**src/rtl/hirq_pkg.sv**
```systemverilog
package hirq_pkg;

   typedef enum logic [2:0] {
      REG_MASK     = 3'd0,
      REG_MASK_SET = 3'd1,
      REG_MASK_CLR = 3'd2,
      REG_PEEK     = 3'd3,
      REG_POP      = 3'd4,
      REG_ACK      = 3'd5,
      REG_CFG      = 3'd6,
      REG_NONE     = 3'd7
   } hirq_reg_e;

   typedef struct packed {
      logic wr_mask;
      logic wr_set;
      logic wr_clr;
      logic wr_ack;
      logic wr_cfg;
      logic rd_pop;
   } hirq_strb_t;

   localparam int unsigned CFG_EN_BIT  = 0;
   localparam int unsigned CFG_LOW_BIT = 1;
   localparam int unsigned CFG_W       = 2;

endpackage

```
**src/rtl/hirq_regdec.sv**
```systemverilog
module hirq_regdec
   import hirq_pkg::*;
#(
   parameter int unsigned AW = 4
) (
   input  logic [AW-1:0] addr_i,
   input  logic          wr_i,
   input  logic          rd_i,
   output hirq_strb_t    strb_o,
   output hirq_reg_e     rsel_o
);

   logic      in_window;
   hirq_reg_e sel;

   assign in_window = ((addr_i >> 3) == '0);
   assign sel       = in_window ? hirq_reg_e'(addr_i[2:0]) : REG_NONE;
   assign rsel_o    = rd_i ? sel : REG_NONE;

   always_comb begin
      strb_o = '0;
      if (wr_i) begin
         unique case (sel)
            REG_MASK:     strb_o.wr_mask = 1'b1;
            REG_MASK_SET: strb_o.wr_set  = 1'b1;
            REG_MASK_CLR: strb_o.wr_clr  = 1'b1;
            REG_ACK:      strb_o.wr_ack  = 1'b1;
            REG_CFG:      strb_o.wr_cfg  = 1'b1;
            default:      ;
         endcase
      end
      if (rd_i && sel == REG_POP) strb_o.rd_pop = 1'b1;
   end

endmodule

```
**src/rtl/hirq_mask_reg.sv**
```systemverilog
module hirq_mask_reg #(
   parameter int unsigned     STAT_W   = 18,
   parameter logic [STAT_W-1:0] MASK_RST = 1
) (
   input  logic              clk,
   input  logic              rst_n,
   input  logic              load_i,
   input  logic              set_i,
   input  logic              clr_i,
   input  logic [STAT_W-1:0] data_i,
   output logic [STAT_W-1:0] mask_o
);

   always_ff @(posedge clk or negedge rst_n) begin
      if (!rst_n)      mask_o <= MASK_RST;
      else if (load_i) mask_o <= data_i;
      else if (set_i)  mask_o <= mask_o | data_i;
      else if (clr_i)  mask_o <= mask_o & ~data_i;
   end

endmodule

```
**src/rtl/hirq_status.sv**
```systemverilog
module hirq_status #(
   parameter int unsigned       STAT_W   = 18,
   parameter logic [STAT_W-1:0] SRC_MASK = '1
) (
   input  logic              clk,
   input  logic              rst_n,
   input  logic [STAT_W-1:0] pulse_i,
   input  logic [STAT_W-1:0] clr_i,
   output logic [STAT_W-1:0] stat_o
);

   for (genvar b = 0; b < STAT_W; b++) begin : g_bit
      if (SRC_MASK[b]) begin : g_live
         logic q;
         always_ff @(posedge clk or negedge rst_n) begin
            if (!rst_n)          q <= 1'b0;
            else if (pulse_i[b]) q <= 1'b1;
            else if (clr_i[b])   q <= 1'b0;
         end
         assign stat_o[b] = q;
      end else begin : g_tied
         assign stat_o[b] = 1'b0;
      end
   end

endmodule

```
**src/rtl/hirq_pin.sv**
```systemverilog
module hirq_pin #(
   parameter int unsigned STAT_W  = 18,
   parameter bit          REG_OUT = 1'b1
) (
   input  logic              clk,
   input  logic              rst_n,
   input  logic [STAT_W-1:0] stat_i,
   input  logic [STAT_W-1:0] mask_i,
   input  logic              en_i,
   input  logic              low_i,
   output logic              pin_o
);

   logic pending;
   logic drive;

   assign pending = |(stat_i & ~mask_i);
   assign drive   = en_i ? (pending ^ low_i) : low_i;

   if (REG_OUT) begin : g_flop
      always_ff @(posedge clk or negedge rst_n) begin
         if (!rst_n) pin_o <= 1'b0;
         else        pin_o <= drive;
      end
   end else begin : g_direct
      assign pin_o = drive;
   end

endmodule

```
**src/rtl/hirq_ctrl.sv**
```systemverilog
module hirq_ctrl
   import hirq_pkg::*;
#(
   parameter int unsigned       AW       = 4,
   parameter int unsigned       DATA_W   = 32,
   parameter int unsigned       STAT_W   = 18,
   parameter logic [STAT_W-1:0] SRC_MASK = 18'h347FF,
   parameter logic [STAT_W-1:0] MASK_RST = 18'h00001,
   parameter bit                REG_OUT  = 1'b0
) (
   input  logic              clk,
   input  logic              rst_n,
   input  logic [STAT_W-1:0] src_pulse_i,
   input  logic [AW-1:0]     bus_addr_i,
   input  logic              bus_wr_i,
   input  logic [DATA_W-1:0] bus_wdata_i,
   input  logic              bus_rd_i,
   output logic [DATA_W-1:0] bus_rdata_o,
   output logic              host_irq_o
);

   if (AW < 3) begin : g_chk_aw
      $error("hirq_ctrl: AW must be at least 3");
   end
   if (STAT_W > DATA_W) begin : g_chk_w
      $error("hirq_ctrl: STAT_W must not exceed DATA_W");
   end
   if (STAT_W < 1) begin : g_chk_s
      $error("hirq_ctrl: STAT_W must be positive");
   end

   hirq_strb_t        strb;
   hirq_reg_e         rsel;
   logic [STAT_W-1:0] wbits;
   logic [STAT_W-1:0] mask_q;
   logic [STAT_W-1:0] stat_q;
   logic [STAT_W-1:0] clr_vec;
   logic [CFG_W-1:0]  cfg_q;

   assign wbits = bus_wdata_i[STAT_W-1:0];

   hirq_regdec #(.AW(AW)) i_dec (
      .addr_i (bus_addr_i),
      .wr_i   (bus_wr_i),
      .rd_i   (bus_rd_i),
      .strb_o (strb),
      .rsel_o (rsel)
   );

   hirq_mask_reg #(.STAT_W(STAT_W), .MASK_RST(MASK_RST)) i_mask (
      .clk    (clk),
      .rst_n  (rst_n),
      .load_i (strb.wr_mask),
      .set_i  (strb.wr_set),
      .clr_i  (strb.wr_clr),
      .data_i (wbits),
      .mask_o (mask_q)
   );

   assign clr_vec = (strb.wr_ack ? wbits : '0) | {STAT_W{strb.rd_pop}};

   hirq_status #(.STAT_W(STAT_W), .SRC_MASK(SRC_MASK)) i_stat (
      .clk     (clk),
      .rst_n   (rst_n),
      .pulse_i (src_pulse_i),
      .clr_i   (clr_vec),
      .stat_o  (stat_q)
   );

   always_ff @(posedge clk or negedge rst_n) begin
      if (!rst_n)           cfg_q <= '0;
      else if (strb.wr_cfg) cfg_q <= bus_wdata_i[CFG_W-1:0];
   end

   hirq_pin #(.STAT_W(STAT_W), .REG_OUT(REG_OUT)) i_pin (
      .clk    (clk),
      .rst_n  (rst_n),
      .stat_i (stat_q),
      .mask_i (mask_q),
      .en_i   (cfg_q[CFG_EN_BIT]),
      .low_i  (cfg_q[CFG_LOW_BIT]),
      .pin_o  (host_irq_o)
   );

   always_comb begin
      unique case (rsel)
         REG_MASK:          bus_rdata_o = DATA_W'(mask_q);
         REG_PEEK, REG_POP: bus_rdata_o = DATA_W'(stat_q);
         REG_CFG:           bus_rdata_o = DATA_W'(cfg_q);
         default:           bus_rdata_o = '0;
      endcase
   end

endmodule

```
**config.mk**
```make
export PLATFORM = sky130hd
export DESIGN_NAME = hirq_ctrl
export DESIGN_NICKNAME = d
export VERILOG_FILES = /design/src/rtl/hirq_pkg.sv /design/src/rtl/hirq_regdec.sv /design/src/rtl/hirq_mask_reg.sv /design/src/rtl/hirq_status.sv /design/src/rtl/hirq_pin.sv /design/src/rtl/hirq_ctrl.sv
export SDC_FILE = /design/constraint.sdc
export NUM_CORES = 1
export LEC_CHECK = 0
export BUFFER_PORTS_ARGS = -buffer_cell sky130_fd_sc_hd__buf_2
export CORE_UTILIZATION = 46
export DETAILED_ROUTE_END_ITERATION = 12
export PLACE_DENSITY = 0.8
export SLEW_MARGIN = 20
export SYNTH_ARGS = -nofsm -noshare
export SYNTH_HDL_FRONTEND = slang
export SYNTH_SLANG_ARGS = --single-unit
export TNS_END_PERCENT = 50
```
**constraint.sdc**
```tcl
create_clock -name clk -period 1.5 [get_ports clk]
set_input_delay 0.15 -clock clk [delete_from_list [all_inputs] [get_ports clk]]
set_output_delay 0.15 -clock clk [all_outputs]
set_load 0.02 [all_outputs]
```
== Word level (Yosys, flattened, before mapping) ==
Cells that the tools add are included.
W data, S select, Z words.

* Flip-flop bits (word level): 34
* Bits of input ports: 58
* Output and inout bits: 33

* Eq/ne operators: 8
* Muxes and demuxes: 43
* Bitwise gates (word level): 7
* Reductions and logical operators: 21

{| class="wikitable"
|+ Operators by type and width
! operator !! count
|-
| $mux W18 || 4
|-
| $pmux W18 S3 || 1
|-
| $and A18 B18 Y18 || 2
|-
| $not A18 Y18 || 2
|-
| $or A18 B18 Y18 || 2
|-
| $mux W1 || 35
|-
| $reduce_bool A2 Y1 || 14
|-
| $reduce_or A18 Y1 || 1
|-
| $eq A3 B3 Y1 const B || 5
|-
| $eq A3 B2 Y1 const B || 2
|-
| $logic_not A3 Y1 || 2
|-
| $mux W3 || 2
|-
| $mux W5 || 1
|-
| $logic_not A4 Y1 || 1
|-
| $eq A3 B1 Y1 const B || 1
|-
| $reduce_bool A3 Y1 || 1
|-
| $reduce_or A2 Y1 || 1
|-
| $logic_and A1 B1 Y1 || 1
|-
| $xor A1 B1 Y1 || 1
|}

== Longest topological paths before layout ==
* Depth after elaboration: 9
* Gate-level depth with buffers: 7
* Depth with buffers taken out: 4

== Modules after synthesis ==
Synthesis repeated with hierarchy kept, for this count alone.

* Cells, all modules: 293
* Area, all modules: 2496.1 um^2

{| class="wikitable"
|+ Modules (own cells, without submodules)
! module !! instances !! cells each !! area an instance (um^2) !! seq. area each (um^2)
|-
| hirq_ctrl || 1 || 127 || 820.8 || 50.0
|-
| hirq_mask_reg || 1 || 61 || 750.7 || 451.7
|-
| hirq_status || 1 || 61 || 646.9 || 350.3
|-
| hirq_pin || 1 || 31 || 177.7 || 0.0
|-
| hirq_regdec || 1 || 13 || 100.1 || 0.0
|}

== Least setup slack after synthesis ==
OpenSTA, ideal clock, no wires.

* Path kind: register to output
* Start: register with a tool-made name
* End: output host_irq_o
* Arrival time: 1.288 ns
* Required time: 1.350 ns
* Slack: 0.062 ns
* Stages on the path, launching flop included: 4
* Path buffers: 0
* Cells stage by stage: dfstp_2 -> o2111ai_1 -> o41ai_1 -> xnor2_1

{| class="wikitable"
|+ RTL lines
! element !! RTL line !! source
|-
| to (decl) || hirq_ctrl.sv:19 || <nowiki>output logic host_irq_o</nowiki>
|}

==> qor_table.md <==
| Metric | Value | Unit |
| --- | --- | --- |
| Result of the run | finished, violations left | - |
| Violations in the final reports | setup timing | - |
| Cell at the root of the clock tree | clkbuf_8 | - |
| Leading post-synthesis cells by cell area | dfrtp_1, a22o_1, a31o_1 | - |
| Die Ht | 66.26 | um |
| Portion of synthesized cell area occupied by the leading cell type | 0.4348 | - |
| 1st-pass router iterations | 4 | - |
| Die ar. | 4390 | um2 |
| Total design power | 0.002840 | W |
| TritonCTS Sinks | 34 | - |
| Number of antenna violations at the first check in global routing | 0 | - |
| Routed wire length | 5226 | um |
| Max-slew violation count | 0 | - |
| Vias/cell | 5.523 | - |
| Cell count after placement | 315 | - |
| Reg2Reg Setup Slack | 0.65 | ns |
| Slack of the critical path | -0.3342 | ns |
| Via count of the first global-routing pass | 1,637 | - |
| Leakage power | 1.307 | nW |
| H-tree lvl count | 2 | - |
| Maximum vdd ir drop | 873.7 | uV |
| HPWL after detailed placement | 3503 | um |
| Maximum operating frequency | 545.2 | MHz |
| Part of the total power dissipated in the clock network | 0.374 | - |
| DRC violation total after the first TritonRoute iteration | 85 | - |
| Number of synthesized register bits | 34 | - |
| Critical path class | reg -> out | - |
| Critical path startpoint category | register | - |
| Total global-route track usage | 0.2451 | - |
| Number of CTS-inserted buffers | 5 | - |
| Net switching power | 0.0007379 | W |
| Post-synthesis instance total | 184 | - |
| Placeable core region | 3799 | um2 |
| Final worst path period share | 1.223 | - |
| Critical-path cell with the highest stage delay | o41ai_2 | - |
| Critical path, cell by cell | nand2b_4, o2111ai_2, o41ai_2, xnor2_1, buf_4 | - |
| Vias after detailed routing | 1,795 | - |
| Max-cap viol count | 0 | - |
| Global-route wire length before repair | 7935 | um |
| Unrepaired setup endpoints after global routing | yes | - |
| Clock insertion delay at the later pin of the skew report | 0.28 | ns |
| Seq/Total Area, Yosys | 0.4486 | - |
| Cell Rows | 22 | - |
| Layout Area Growth over Synthesis | 43.28 | % |
| Type of element capturing the critical path | output port | - |
| Internal | 0.002103 | W |
| Die Width | 66.26 | um |
| Hold path startpoint | src_pulse_i[10] | - |
| DRC violation count after routing | 0 | - |
| Total congestion overflow after global routing | 0 | - |
| Avg Inst Size Synth | 10.32 | um2 |
| Largest net degree at the start of global routing | 35 | - |
| Clock transition time at the flip-flop clock pins of the worst setup and hold paths | 0.07 | ns |
| GP Congestion | 0.8935 | - |
| Wirelength per Cell | 16.08 | um |
| Clk_skew | 0 | ns |
| Slowest stage delay, CP | 0.40 | ns |
| Required @ worst endpoint | 1.35 | ns |
| HP Class | in -> reg | - |
| Cell accounting for the most synthesized area | dfrtp_1 | - |
| CP Max Fanout | 2 | - |
| Final count of hold timing violations | 0 | - |
| Number of placed I/O pins | 91 | - |
| Post-synth cell types | 30 | - |
| Number of nets in the finished design | 334 | - |
| Netlist area before placement | 1899 | um2 |
| Initial core utilization | 0.5000 | - |
| Ant. Diodes | 0 | - |
| Power density relative to cell area | 1044 | nW/um2 |
| Detail Route Antenna Nets | 0 | - |
| Buffers inserted during post-CTS setup optimization | 0 | - |
| Final period demand of the worst path | 1.834 | ns |
| Total of warnings raised by yosys | 0 | - |
| Switching share of total power | 0.2598 | - |
| Maximum count of clock buffers along a single path | 2 | - |
| Proportion of power drawn by combinational gates | 0.228 | - |
| Final setup fails | 1 | - |
| Share of cells above drive strength 1 | 0.4224 | - |
| Data arrival at the endpoint of the critical path | 1.68 | ns |
| Relative contribution of sequential cells to total power | 0.398 | - |
| Number of standard cells in the layout, taps in and fillers out | 325 | - |
| Clock tree from TritonCTS | done | - |
| Count of input and output buffers | 58 | - |
area by class of cell:
class | instances | area [um2]
clock inverters | 2 | 60.06
multi-input cells | 134 | 937.1
clock buffers | 6 | 82.58
inverters | 5 | 18.77
flip-flops and latches | 34 | 852.1
repair buffers | 96 | 710.7
well taps | 48 | 60.06
fillers | 287 | 1077
through the flow:
step | cell area, um2 | TNS [ns] | utilization | worst slack (ns) | hold WS [ns]
after floorplan | 1948 | 0 | - | 0.06206 | -0.1456
after global placement | 2420 | -0.07289 | 0.6370 | -0.07289 | 0.2036
after detailed placement | 2420 | -0.07042 | 0.6370 | -0.07042 | 0.2085
after CTS | 2589 | -0.3161 | 0.6815 | -0.3161 | 0.04434
after global routing | 2721 | -0.4927 | 0.7164 | -0.3799 | 0.04569
final | 2721 | -0.3342 | 0.7164 | -0.3342 | 0.04214
Yosys cell counts, drive strengths merged:
cell and instances:
buf 24, nor2 3, nor3 1, and3 3, o22ai 1, mux2 2, a22o 30, a21oi 1
conb 1, xnor2 1, nand4 1, nand2 21, o21ai 18, o41ai 1, nand2b 11, a32oi 2
nand3b 1, a31o 14, o2111ai 3, nor4b 1, or3b 1, dfrtp 33, inv 5, and2 4
dfstp 1
metal layers:
metal  vias up  global-route usage  share of wire
met5         -                   0              0
met2        89              0.3852           0.48
met4         0             0.09043          0.012
li1        834                   -              -
met3         9             0.05000          0.066
met1       863              0.3312           0.44
power groups by stage:
stage / logic (W) / registers (W) / clock network, W
detailed placement: 0.000584 / 0.00114 / 0
floorplan: 0.000326 / 0.00113 / 0
global placement: 0.000572 / 0.00113 / 0
CTS: 0.000608 / 0.00113 / 0.00107
global route: 0.000696 / 0.00114 / 0.00110
finish: 0.000648 / 0.00113 / 0.00106
path summary, 6_finish.rpt:
path,to,cells after the start
worst min register to register,register,1
worst max register to register,register,2
worst max-delay path,host_irq_o,5
max in group asynchronous,async pin,3
min in group asynchronous,i_stat.g_bit[14].g_live.q$_DFFE_PN0P_,3
worst min-delay path,i_stat.g_bit[10].g_live.q$_DFFE_PN0P_,2
cell families after synthesis:
logic type / share of synthesized area
xor gates and xnor gates: 0.004612
other: 0.001974
buffers and inverters: 0.1080
AOI/OAI and AO/OA: 0.2859
and+or+nand+nor: 0.1390
muxes: 0.01186
DFF: 0.4486
critical path: cells and delay by family, from the launching register on:
family	cells	cell delay (ns)
AOI/OAI and AO/OA	2	0.54
DFF	1	0.37
xor gates and xnor gates	1	0.18
buffers and inverters	1	0.17
and+or+nand+nor	1	0.13
what timing repair did:
action                                  in CTS  in global routing
gates cloned                                 0                  1
endpoints found under the setup margin       2                 11
hold endpoints to repair                    33                  0
pin swaps                                    3                  7
hold buffers                                 1                  0
resized for setup                            3                 29
cells in the final DEF, fill, tap and decap left out, types with 2 or more instances in the layout:
cell and instances:
buf_4 39, a31o_1 14, buf_12 3, bufinv_16 2, a22o_1 29, dfrtp_1 33, buf_2 42, nand2_1 20
o21ai_0 8, and3_1 3, a32oi_1 2, mux2_2 2, buf_6 10, inv_1 5, and2_1 4, clkbuf_8 6
conb_1 14, nor2_1 2, nand2b_1 10, o2111ai_2 2, o21ai_1 10
No activity file was read; power rests on OpenSTA's default activity.
